<file path="src/rtl/sfifo_pkg.sv">
package sfifo_pkg;

    typedef struct packed {
        logic empty;
        logic full;
        logic almost_empty;
        logic almost_full;
    } fifo_status_t;

    // Accepted operation on one edge: bit0 = push taken, bit1 = pop taken
    typedef enum logic [1:0] {
        OP_IDLE = 2'b00,
        OP_PUSH = 2'b01,
        OP_POP  = 2'b10,
        OP_BOTH = 2'b11
    } fifo_op_e;

    function automatic int unsigned addr_bits(input int unsigned depth);
        return (depth < 2) ? 1 : $clog2(depth);
    endfunction

    function automatic int unsigned level_bits(input int unsigned depth);
        return $clog2(depth + 1);
    endfunction

endpackage

</file>
<file path="src/rtl/sfifo_ptr.sv">
module sfifo_ptr #(
    parameter int unsigned DEPTH = 16,
    parameter int unsigned AW    = 4
) (
    input  logic          clk,
    input  logic          rst,
    input  logic          adv,
    output logic [AW-1:0] ptr
);
    localparam logic [AW-1:0] LAST = AW'(DEPTH - 1);
    localparam bit            POW2 = ((1 << AW) == DEPTH);

    logic [AW-1:0] ptr_nx;

    generate
        if (POW2) begin : g_natural_wrap
            always_comb ptr_nx = ptr + AW'(1);
        end else begin : g_compare_wrap
            always_comb ptr_nx = (ptr == LAST) ? '0 : ptr + AW'(1);
        end
    endgenerate

    always_ff @(posedge clk) begin
        if (rst)      ptr <= '0;
        else if (adv) ptr <= ptr_nx;
    end

    a_r10_hold: assert property (@(posedge clk) disable iff (rst)
        !adv |=> $stable(ptr)) else $error("counter moved without an accepted operation");

    a_r10_wrap: assert property (@(posedge clk) disable iff (rst)
        (adv && ptr == LAST) |=> (ptr == '0)) else $error("counter failed to wrap");

    a_r10_range: assert property (@(posedge clk) disable iff (rst)
        ptr <= LAST) else $error("counter out of range");

endmodule

</file>
<file path="src/rtl/sfifo_store.sv">
module sfifo_store #(
    parameter int unsigned DATA_W = 8,
    parameter int unsigned DEPTH  = 16,
    parameter int unsigned AW     = 4
) (
    input  logic              clk,
    input  logic              rst,
    input  logic              we,
    input  logic [AW-1:0]     waddr,
    input  logic [DATA_W-1:0] wdata,
    input  logic              re,
    input  logic [AW-1:0]     raddr,
    output logic [DATA_W-1:0] rdata
);
    logic [DATA_W-1:0] cells [DEPTH];

    always_ff @(posedge clk) begin
        if (we) cells[waddr] <= wdata;
    end

    always_ff @(posedge clk) begin
        if (rst)     rdata <= '0;
        else if (re) rdata <= cells[raddr];
    end

    a_r2_rd_hold: assert property (@(posedge clk) disable iff (rst)
        !re |=> $stable(rdata)) else $error("read port changed without a pop");

endmodule

</file>
<file path="src/rtl/sfifo_level.sv">
module sfifo_level
    import sfifo_pkg::*;
#(
    parameter int unsigned DEPTH = 16,
    parameter int unsigned CW    = 5
) (
    input  logic          clk,
    input  logic          rst,
    input  fifo_op_e      op,
    input  logic [CW-1:0] ae_level,
    input  logic [CW-1:0] af_level,
    output fifo_status_t  status
);
    localparam logic [CW-1:0] CAP = CW'(DEPTH);

    logic [CW-1:0] occ;

    always_ff @(posedge clk) begin
        if (rst) begin
            occ <= '0;
        end else begin
            unique case (op)
                OP_PUSH: occ <= occ + CW'(1);
                OP_POP:  occ <= occ - CW'(1);
                default: occ <= occ;
            endcase
        end
    end

    always_comb begin
        status.empty        = (occ == '0);
        status.full         = (occ == CAP);
        status.almost_empty = (occ <= ae_level);
        status.almost_full  = (occ >= af_level);
    end

    a_r3_bound: assert property (@(posedge clk) disable iff (rst)
        occ <= CAP) else $error("occupancy exceeds depth");

    a_r6_both_stable: assert property (@(posedge clk) disable iff (rst)
        op == OP_BOTH |=> $stable(occ)) else $error("simultaneous push/pop changed occupancy");

    a_r3_push_grows: assert property (@(posedge clk) disable iff (rst)
        op == OP_PUSH |=> !status.empty) else $error("empty after accepted push");

endmodule

</file>
<file path="src/rtl/sync_fifo_thresh.sv">
module sync_fifo_thresh
    import sfifo_pkg::*;
#(
    parameter  int unsigned DATA_W = 8,
    parameter  int unsigned DEPTH  = 16,
    localparam int unsigned CW     = level_bits(DEPTH)
) (
    input  logic              clk,
    input  logic              rst,
    input  logic              wr_en,
    input  logic [DATA_W-1:0] wr_data,
    input  logic              rd_en,
    output logic [DATA_W-1:0] rd_data,
    output logic              empty,
    output logic              full,
    output logic              almost_empty,
    output logic              almost_full,
    input  logic [CW-1:0]     ae_level,
    input  logic [CW-1:0]     af_level
);
    localparam int unsigned AW = addr_bits(DEPTH);

    fifo_status_t  st;
    fifo_op_e      op;
    logic          push_ok, pop_ok;
    logic [AW-1:0] wptr, rptr;

    always_comb begin
        push_ok = wr_en && !st.full;
        pop_ok  = rd_en && !st.empty;
        op      = fifo_op_e'({pop_ok, push_ok});
    end

    sfifo_ptr #(.DEPTH(DEPTH), .AW(AW)) u_wptr (
        .clk(clk), .rst(rst), .adv(push_ok), .ptr(wptr)
    );

    sfifo_ptr #(.DEPTH(DEPTH), .AW(AW)) u_rptr (
        .clk(clk), .rst(rst), .adv(pop_ok), .ptr(rptr)
    );

    sfifo_store #(.DATA_W(DATA_W), .DEPTH(DEPTH), .AW(AW)) u_store (
        .clk(clk), .rst(rst),
        .we(push_ok), .waddr(wptr), .wdata(wr_data),
        .re(pop_ok),  .raddr(rptr), .rdata(rd_data)
    );

    sfifo_level #(.DEPTH(DEPTH), .CW(CW)) u_level (
        .clk(clk), .rst(rst), .op(op),
        .ae_level(ae_level), .af_level(af_level), .status(st)
    );

    assign empty        = st.empty;
    assign full         = st.full;
    assign almost_empty = st.almost_empty;
    assign almost_full  = st.almost_full;

    a_r4_no_overflow: assert property (@(posedge clk) disable iff (rst)
        (full && wr_en && !rd_en) |=> (full && $stable(wptr)))
        else $error("push while full was taken");

    a_r5_no_underflow: assert property (@(posedge clk) disable iff (rst)
        (empty && rd_en && !wr_en) |=> (empty && $stable(rptr) && $stable(rd_data)))
        else $error("pop while empty was taken");

    a_r3_flags_exclusive: assert property (@(posedge clk) disable iff (rst)
        !(empty && full)) else $error("empty and full together");

endmodule

</file>
<file path="config.mk">
export PLATFORM = sky130hd
export DESIGN_NAME = sync_fifo_thresh
export DESIGN_NICKNAME = d
export VERILOG_FILES = /design/src/rtl/sfifo_pkg.sv /design/src/rtl/sfifo_ptr.sv /design/src/rtl/sfifo_store.sv /design/src/rtl/sfifo_level.sv /design/src/rtl/sync_fifo_thresh.sv
export SDC_FILE = /design/constraint.sdc
export NUM_CORES = 1
export LEC_CHECK = 0
export ABC_CLOCK_PERIOD_IN_PS = 6550
export BUFFER_PORTS_ARGS = -buffer_cell sky130_fd_sc_hd__buf_2
export CAP_MARGIN = 5
export CORE_ASPECT_RATIO = 0.8
export CORE_MARGIN = 5
export CORE_UTILIZATION = 35
export CTS_CLUSTER_SIZE = 25
export DETAILED_ROUTE_END_ITERATION = 10
export HOLD_SLACK_MARGIN = 0.03
export PLACE_DENSITY = 0.62
export SLEW_MARGIN = 0
export SYNTH_ARGS = -nofsm -noshare
export SYNTH_HDL_FRONTEND = slang
export SYNTH_SLANG_ARGS = --single-unit
</file>
<file path="constraint.sdc">
create_clock -name clk -period 6.55 [get_ports clk]
set_input_delay 1.31 -clock clk [delete_from_list [all_inputs] [get_ports clk]]
set_output_delay 1.31 -clock clk [all_outputs]
set_load 0.02 [all_outputs]
</file>
==> results of run 1 <==
cell type report:
cell class                 count  area, µm²  area share [%]
sequential                   149       4265           59.06
multi-input combinational    208       1812           25.09
clock buffer                  17      425.4           5.891
tap                          225      281.5           3.898
timing repair buffer          38      202.7           2.807
clock inverter                15      178.9           2.477
inverter                      15      56.30          0.7796
logic make-up after synthesis:
logic type,after synthesis
flops,149
simple gates,81
mux,51
compound gates,48
buf+inv,35
fa+ha+maj,20
xor+xnor,8
critical path: stages:
cell     delay, ns
buf_2         0.07
inv_1         0.03
ha_1          0.29
nor2b_1       0.13
o21a_1        0.16
o21a_1        0.16
o21a_1        0.17
o22ai_1       0.14
buf_2         0.19
metrics by stage:
step	setup slack [ns]	total power, mW	hold slack, ns	util [%]
after floorplan	2.678	1.596	0.5404	-
after global placement	2.647	1.728	0.5269	37.96
after detailed placement	2.570	1.750	0.5388	37.96
after CTS	2.564	2.739	0.5484	41.43
after global routing	2.492	2.844	0.5628	41.43
final	2.570	2.708	0.5421	41.43
Yosys cell counts (all sizes together) (2+ instances only):
library cell	count	area share, %
edfxtp	128	62
nor2	47	2.8
mux2i	34	5.4
dfxtp	21	6.7
ha	19	3.8
o22ai	17	1.7
mux4	16	5.8
inv	15	0.90
buf	14	1.5
a22oi	8	0.96
a311oi	8	1.9
nand2	8	0.60
a21oi	7	0.56
nor2b	7	0.70
clkbuf	6	0.36
nor3	5	0.40
xor2	5	0.82
o21a	4	0.60
nand2b	3	0.30
nand3	3	0.24
xnor2	3	0.42
nand4	2	0.20
o21ai	2	0.16
power groups by stage:
stage / registers, mW / logic (mW) / clock network, mW
6_report: 1.15 / 0.575 / 0.986
3_3_place_gp: 1.17 / 0.563 / 0
3_5_place_dp: 1.17 / 0.582 / 0
4_1_cts: 1.15 / 0.583 / 1.01
5_1_grt: 1.15 / 0.644 / 1.05
2_1_floorplan: 1.18 / 0.413 / 0
registers in the layout, indices dropped and copies added, names as in the netlist:
| register | count |
|---|---|
| u_store.rdata | 8 |
| u_level.occ | 5 |
| u_rptr.ptr | 4 |
| u_wptr.ptr | 4 |
| u_store.cells | 128 |
routing by layer:
layer / global-route usage (%) / share of wire [%]
met5: 0 / 0
met4: 3.711 / 0.82
met3: 3.339 / 5.9
met2: 19.69 / 47
met1: 17.48 / 47
worst max path at each step:
stage / start / endpoint / slack [ns] / cells after the start
finish: ae_level[1] / almost_empty / 2.57 / 9
global route: ae_level[1] / almost_empty / 2.49 / 9
CTS: ae_level[1] / almost_empty / 2.56 / 9
detailed placement: ae_level[1] / almost_empty / 2.57 / 9
global placement: ae_level[1] / almost_empty / 2.65 / 9
floorplan: ae_level[1] / almost_empty / 2.68 / 7
==> flow_metrics.py, run 1 <==
metrics = {
    "die": {
        "fp-row-count": 43,
        "die_y_um": 129.5,
        "initial_utilization_pct": 35.83,
        "io_pins": 34,
        "core_area_mm2": 0.01743,
        "fp.dieW_um": 159.4,
        "dieArea_mm2": 0.02063,
    },
    "finish": {
        "final_common_cell": "edfxtp_1",
        "final_cell_area_mm2": 0.007222,
        "drive_gt1_share_pct": 23.08,
        "final_cell_mix": "128 x edfxtp_1, 47 x nor2_1, 34 x mux2i_1, 33 x buf_2, 20 x dfxtp_1",
        "area_delta_synth_final_pct": 15.63,
        "diodes": 0,
        "stdcell_count": 667,
        "nets": 471,
        "fillCellCount": 1549,
    },
    "routing": {
        "via_count": 3325,
        "routed_wl_um": 12430,
        "first_iter_violations": 272,
        "antenna_left": 0,
        "wl_per_cell_um": 18.63,
        "drt_pass1_iterations": 4,
        "vias_per_cell": 4.985,
        "drcViolationCount": 0,
    },
    "synthesis": {
        "synth_nets": 434,
        "synth_top_family_by_area": "multiplexers",
        "synth_area_mm2": 0.006246,
        "synth_warnings": 0,
        "synth_cells": 392,
        "synthSimpleGateAreaFrac_pct": 6.010,
        "synth_compound_gate_area_share_pct": 6.230,
        "async_flop_share_pct": 0,
        "synth_xor_area_share_pct": 1.242,
        "syn_area_per_cell_um2": 15.93,
        "synth_cell_types": 40,
        "synthMuxAreaShare_pct": 11.40,
        "synth-seq-cells": 149,
        "synth_edf_count": 128,
        "yosysSeqAreaShare_pct": 68.27,
        "synthFlopType": "edfxtp_1",
        "synth_adder_area_share_pct": 4.127,
    },
    "global_routing": {
        "grt_pass1_wl_um": 19420,
        "track_usage_pct": 12.59,
        "grt_pass1_vias": 3418,
        "grt_max_degree": 51,
        "gr-total-overflow": 0,
        "antenna_found_initial": 0,
    },
    "power": {
        "power.switching_mw": 0.7985,
        "leakage_nw": 2.414,
        "irDropWorstVdd_mv": 0.1987,
        "power.density_mw_per_mm2": 375.0,
        "p_int_mw": 1.910,
        "power.share.sequential_pct": 42.4,
        "clkPwrFrac_pct": 36.4,
        "combPwrFrac_pct": 21.2,
        "swShare_pct": 29.48,
    },
    "setup_path": {
        "r2r-start": "u_level.occ[1]",
        "crit_fanout": 2,
        "cp-start-kind": "primary input",
        "crit_arrival_ns": 2.67,
        "r2r_slack_ns": 3.49,
        "crit_type": "primary input to output pin",
        "cp.required_ns": 5.24,
        "timing.rr.end": "u_level.occ[4]",
        "critPathCaptureType": "output pin",
        "r2r_cells": 9,
    },
    "clock_tree": {
        "cts.reportedPaths.clkPinSlew_ns": 0.06,
        "root_buffer": "clkbuf_16",
        "cts_hold_buf": 0,
        "clock_latency_ns": 0.41,
        "cts_tree": "yes",
        "ctsResizeCount": 0,
        "clock-sinks": 149,
        "clock_path_buffers": 2,
        "cts_made_buffers": 17,
        "htreeDepth": 4,
        "cts_setup_buffers": 0,
    },
    "sta": {
        "min_period_over_period_pct": 60.76,
        "relSlewSlack_pct": 16.64,
        "rsz0062_at_grt": "no",
        "max_freq_ghz": 0.2513,
        "period_needed_ns": 3.980,
        "setup_tns_ns": 0,
        "skew_ns": 0.008487,
        "max_slew.worst_pin.slew_ns": 1.241,
        "report.final.slew_viol_count": 0,
        "setup_violations": 0,
        "timing_hold_violations_final": 0,
    },
    "hold_path": {
        "min_from": "u_store.rdata[0]",
        "hp-class": "flop to flop",
        "hold_depth": 2,
        "min_to": "u_store.rdata[0]",
    },
    "placed_design": {
        "gp_congestion": 0.7990,
        "dp_cells": 635,
        "portBuffers": 33,
        "dpl_cell_area_mm2": 0.006618,
        "dpl.hpwl_um": 7985,
    },
    "flow_run": {
        "max-cap-violations": 0,
    },
    "run_status": {
        "status": "finished, final reports clean",
    },
}
Note: power is estimated with default switching activity, not from simulation.
==> run 2, diff against run 1 <==
- ABC_AREA: default -> 1
- ABC_CLOCK_PERIOD_IN_PS: 6550 -> 3700
- PLACE_DENSITY: 0.62 -> 0.61
- clock period: 6.55 -> 3.7 ns (I/O delays scaled with it)
==> flow_metrics.py, run 2 <==
metrics = {
    "run_status": {
        "status": "finished, final reports clean",
    },
    "clock_tree": {
        "clock_path_buffers": 2,
        "cts_setup_buffers": 0,
        "cts_hold_buf": 0,
        "root_buffer": "clkbuf_16",
        "clock_latency_ns": 0.42,
        "cts_tree": "yes",
        "htreeDepth": 4,
        "ctsResizeCount": 0,
        "clock-sinks": 149,
        "cts.reportedPaths.clkPinSlew_ns": 0.06,
        "cts_made_buffers": 17,
    },
    "die": {
        "dieArea_mm2": 0.02227,
        "fp-row-count": 45,
        "fp.dieW_um": 165.6,
        "initial_utilization_pct": 35.62,
        "die_y_um": 134.5,
        "io_pins": 34,
        "core_area_mm2": 0.01903,
    },
    "setup_path": {
        "cp-start-kind": "flop",
        "cp.required_ns": 2.96,
        "crit_fanout": 4,
        "critPathCaptureType": "output pin",
        "crit_type": "flop to output pin",
        "crit_arrival_ns": 1.89,
    },
    "global_routing": {
        "grt_pass1_wl_um": 24650,
        "antenna_found_initial": 0,
        "grt_max_degree": 68,
        "grt_pass1_vias": 4484,
        "track_usage_pct": 14.61,
        "gr-total-overflow": 0,
    },
    "sta": {
        "min_period_over_period_pct": 71.10,
        "rsz0062_at_grt": "no",
        "max_freq_ghz": 0.3801,
        "timing_hold_violations_final": 0,
        "relSlewSlack_pct": 39.83,
        "setup_violations": 0,
        "max_slew.worst_pin.slew_ns": 0.8992,
        "period_needed_ns": 2.631,
        "report.final.slew_viol_count": 0,
        "skew_ns": 0.01011,
        "setup_tns_ns": 0,
    },
    "power": {
        "total_power_mw": 5.052,
        "power.switching_mw": 1.756,
        "power.share.sequential_pct": 40.3,
        "combPwrFrac_pct": 27.6,
        "swShare_pct": 34.75,
        "power.density_mw_per_mm2": 653.8,
        "leakage_nw": 3.357,
        "p_int_mw": 3.297,
        "clkPwrFrac_pct": 32.1,
        "irDropWorstVdd_mv": 0.3294,
    },
    "finish": {
        "area_delta_synth_final_pct": 13.99,
        "drive_gt1_share_pct": 10.17,
        "fillCellCount": 1900,
        "largestRegisters": "u_store.cells: 128 flops, u_store.rdata: 8 flops, u_level.occ: 5 flops",
        "nets": 776,
        "regMostFlops": "u_store.cells",
        "final-seq-area_mm2": 0.004265,
        "final_cell_mix": "231 x nand2_1, 128 x edfxtp_1, 103 x inv_1, 93 x nand3_1, 38 x nor2_1",
        "multi_input_area_mm2": 0.001953,
        "largest_reg_flops": 128,
        "diodes": 0,
        "final_common_cell": "nand2_1",
    },
    "synthesis": {
        "synthFlopType": "edfxtp_1",
        "synth_cell_types": 27,
        "synth_warnings": 0,
        "synth_cells": 702,
        "netlist_top_cells_count": "231 x nand2_1, 128 x edfxtp_1, 103 x inv_1",
        "synth_top_area_share_pct": 56.70,
        "yosysSeqAreaShare_pct": 62.90,
        "syn_area_per_cell_um2": 9.657,
        "synth_edf_count": 128,
        "synth_nets": 744,
        "synth_area_mm2": 0.006779,
        "synth-seq-cells": 149,
        "async_flop_share_pct": 0,
        "yosysMostFrequentCell": "nand2_1",
        "synth.top_cells.by_area": "edfxtp_1 57%, nand2_1 13%, nand3_1 6.9%",
        "netlist.top_cell.by_area": "edfxtp_1",
    },
    "routing": {
        "vias_per_cell": 4.666,
        "drcViolationCount": 0,
        "wl_per_cell_um": 15.32,
        "antenna_left": 0,
        "first_iter_violations": 487,
        "drt_pass1_iterations": 5,
        "via_count": 4689,
        "routed_wl_um": 15400,
    },
    "placed_design": {
        "dpl.hpwl_um": 9518,
        "portBuffers": 33,
        "gp_congestion": 0.8417,
    },
    "flow_run": {
        "max-cap-violations": 0,
    },
    "hold_path": {
        "hp-class": "flop to flop",
    },
}
==> run 2: kinds of logic after synthesis <==
family | after synthesis | share of synthesized area (%)
AO/OA/AOI/OAI | 24 | 2.049
XOR/XNOR | 5 | 0.6460
buffers and inverters | 136 | 8.287
flip-flops | 149 | 62.90
adder cells (fa/ha/maj) | 20 | 3.802
AND/OR/NAND/NOR | 368 | 22.31
==> run 2: path summary, 6_finish.rpt <==
path / from / to / slack, ns / depth (start not counted)
worst max-delay path: u_level.occ[0] / almost_full / 1.07 / 9
worst min-delay path: u_level.occ[0] / u_level.occ[0] / 0.51 / 2
worst max register to register: u_level.occ[1] / u_level.occ[4] / 1.16 / 14
worst min register to register: u_level.occ[0] / u_level.occ[0] / 0.51 / 2
==> run 2: metal layers <==
metal  vias to the layer above  global-route usage [%]  share of wire [%]
met1                      2208                   21.83                 49
met4                         0                   3.252               0.80
met2                       136                   21.46                 43
met3                        12                   3.723                6.6
li1                       2333                       -                  -
met5                         -                       0                  0
==> run 2: critical path: stages (launching register included) <==
cell      delay (ns)
dfxtp_1         0.38
inv_1           0.14
ha_1            0.29
o21ai_0         0.16
nand2_1         0.06
nand2_1         0.06
nand2_1         0.04
a21oi_1         0.12
o21bai_1        0.06
buf_2           0.15
==> run 2: area by class of cell <==
type / count / area share (%)
clock buffers: 18 / 5.554
flip-flops and latches: 149 / 55.20
well taps: 258 / 4.177
multi-input cells: 417 / 25.28
clock inverters: 14 / 1.635
inverters: 108 / 5.246
repair buffers: 41 / 2.915
==> run 2: power by group through the flow <==
stage          Combinational, mW  Clock, mW  Sequential, mW
3_5_place_dp                1.40          0            2.07
5_1_grt                     1.60       1.72            2.06
2_1_floorplan               1.01          0            2.07
3_3_place_gp                1.39          0            2.07
6_report                    1.39       1.62            2.04
4_1_cts                     1.41       1.64            2.04
==> run 2: stage by stage <==
step	utilization [%]	hold WS, ns	instances	cell area [µm²]	worst slack (ns)
after floorplan	-	0.4717	702	6779	1.303
after global placement	37.69	0.5043	973	7172	1.075
after detailed placement	37.69	0.4983	973	7172	1.028
after CTS	40.60	0.5096	1005	7727	1.057
after global routing	40.60	0.5561	1005	7727	0.8240
final	40.60	0.5137	1005	7727	1.069
==> run 3, diff against run 2 <==
- ABC_CLOCK_PERIOD_IN_PS: 3700 -> 2100
- PLACE_DENSITY: 0.61 -> 0.63
- clock period: 3.7 -> 2.1 ns (I/O delays scaled with it)
==> flow_metrics.py, run 3 (synthesis results as in run 2) <==
metrics = {
    "run_status": {
        "status": "finished, final reports clean",
    },
    "finish": {
        "area_delta_synth_final_pct": 19.44,
        "largestRegisters": "u_store.cells: 128 flops, u_store.rdata: 8 flops, u_level.occ: 5 flops",
        "largest_reg_flops": 128,
        "nets": 805,
        "final_cell_mix": "230 x nand2_1, 128 x edfxtp_1, 101 x inv_1, 93 x nand3_1, 37 x nor2_1",
        "regMostFlops": "u_store.cells",
        "post-route-util_pct": 42.54,
        "drive_gt1_share_pct": 15.61,
        "diodes": 0,
        "final_common_cell": "nand2_1",
        "fillCellCount": 1871,
    },
    "setup_path": {
        "cp-start-kind": "flop",
        "crit_fanout": 6,
        "path_buf_inv": 1,
        "slowest_stage": "dfxtp_2",
        "r2r_slack_ns": 0.11,
        "critPathCaptureType": "output pin",
        "crit_family": "flip-flops",
        "crit_type": "flop to output pin",
        "r2r-start": "u_level.occ[0]",
        "worstSetupStartpoint": "u_level.occ[4]",
        "cp_slowest_stage_delay_ns": 0.36,
        "cp.required_ns": 1.68,
        "r2r_cells": 13,
        "crit_arrival_ns": 1.65,
        "timing.rr.end": "u_level.occ[4]",
        "path_cells": "ha_1 > nand4_1 > o221ai_1 > o21ai_1 > buf_4",
    },
    "routing": {
        "drcViolationCount": 0,
        "antenna_left": 0,
        "drt_pass1_iterations": 5,
        "vias_per_cell": 4.681,
        "first_iter_violations": 518,
        "routed_wl_um": 16210,
        "via_count": 4835,
        "wl_per_cell_um": 15.70,
    },
    "die": {
        "fp-row-count": 45,
        "fp.dieW_um": 165.6,
        "core_area_mm2": 0.01903,
        "io_pins": 34,
        "die_y_um": 134.5,
        "dieArea_mm2": 0.02227,
        "initial_utilization_pct": 35.62,
    },
    "clock_tree": {
        "clock_path_buffers": 2,
        "clock-sinks": 149,
        "htreeDepth": 4,
        "cts_made_buffers": 17,
        "root_buffer": "clkbuf_16",
        "cts_hold_buf": 0,
        "cts_tree": "yes",
        "clock_latency_ns": 0.42,
        "cts.reportedPaths.clkPinSlew_ns": 0.07,
    },
    "placed_design": {
        "portBuffers": 33,
        "pre_cts_ws_ns": 0.03280,
        "gp_congestion": 0.8499,
        "dpl.hpwl_um": 10210,
    },
    "sta": {
        "period_needed_ns": 2.074,
        "setup_violations": 0,
        "min_period_over_period_pct": 98.78,
        "timing_hold_violations_final": 0,
        "max_slew.worst_pin.slew_ns": 0.6037,
        "report.final.slew_viol_count": 0,
        "relSlewSlack_pct": 59.51,
        "rsz0062_at_grt": "yes",
        "max_freq_ghz": 0.4821,
        "setup_slack_ns": 0.02554,
        "skew_ns": 0.01151,
    },
    "power": {
        "irDropWorstVdd_mv": 0.5413,
        "power.density_mw_per_mm2": 1181,
        "leakage_nw": 3.533,
    },
    "hold_path": {
        "hp-class": "primary input to flop",
        "min_from": "wr_data[1]",
        "min_to": "u_store.cells[8][1]",
        "hold_depth": 1,
    },
    "global_routing": {
        "grt_max_degree": 46,
        "antenna_found_initial": 0,
        "grt_pass1_vias": 4460,
        "gr-total-overflow": 0,
        "track_usage_pct": 14.94,
        "grt_pass1_wl_um": 25090,
    },
    "flow_run": {
        "max-cap-violations": 0,
    },
}
[run 3: cell count changes in the layout (fill, tap and decap cells not counted), moves of 4 or more]
cell      delta
ha_1         -4
buf_4       +28
inv_8        +4
dfxtp_1      -4
ha_4         +4
clkinv_4     -4
[run 3: power by group]
group | leakage, nW | internal, mW | switching [mW]
registers | 1.33 | 3.41 | 0.133
clock network | 0.284 | 1.79 | 1.28
logic | 1.92 | 1.01 | 1.94
[run 3: per-stage QoR]
| step | total power, mW | area [µm²] | setup TNS, ns | hold WS, ns | instances |
|---|---|---|---|---|---|
| floorplan | 5.455 | 6798 | 0 | 0.4700 | 702 |
| global placement | 6.323 | 7400 | 0 | 0.4828 | 998 |
| detailed placement | 6.357 | 7400 | 0 | 0.4874 | 998 |
| CTS | 9.537 | 8051 | -0.007657 | 0.4054 | 1030 |
| global route | 10.13 | 8097 | -0.1207 | 0.4164 | 1033 |
| finish | 9.561 | 8097 | 0 | 0.4107 | 1033 |
[run 3: worst max path at each step]
stage                     slack [ns]  cells after the start              to
after floorplan                0.007                     15  u_level.occ[4]
after global placement           0.1                     13  u_level.occ[4]
after detailed placement        0.03                     13  u_level.occ[4]
after CTS                     -0.008                      9     almost_full
after global routing           -0.06                     13  u_level.occ[4]
final                           0.03                      5    almost_empty
[run 3: cell type report]
class	count	area, µm²	area share (%)
timing repair buffer	70	476.7	5.888
multi-input combinational	417	2018	24.93
inverter	108	410.4	5.069
clock buffer	17	425.4	5.254
sequential	149	4275	52.80
tap	258	322.8	3.987
clock inverter	14	167.7	2.071
[run 3: what timing repair did]
| item | in CTS | in global routing |
|---|---|---|
| pin swaps | 6 | 5 |
| buffers inserted | 2 | 3 |
| cloned | 0 | 0 |
| setup endpoints to repair | 2 | 4 |
| resized for setup | 13 | 10 |
[run 3: worst register-to-register path, delay by kind of cell (launching register included)]
family / cells / cell delay (ns)
compound gates: 3 / 0.31
fa+ha+maj: 2 / 0.53
buf+inv: 2 / 0.12
flops: 1 / 0.36
simple gates: 6 / 0.60
[run 3: per-layer routing]
layer / GRT usage (%) / routed length [µm] / up-vias
met5: 0 / 0 / -
met3: 3.113 / 1348 / 10
li1: - / - / 2389
met4: 4.535 / 117 / 0
met2: 21.28 / 6861 / 164
met1: 22.83 / 7887 / 2272
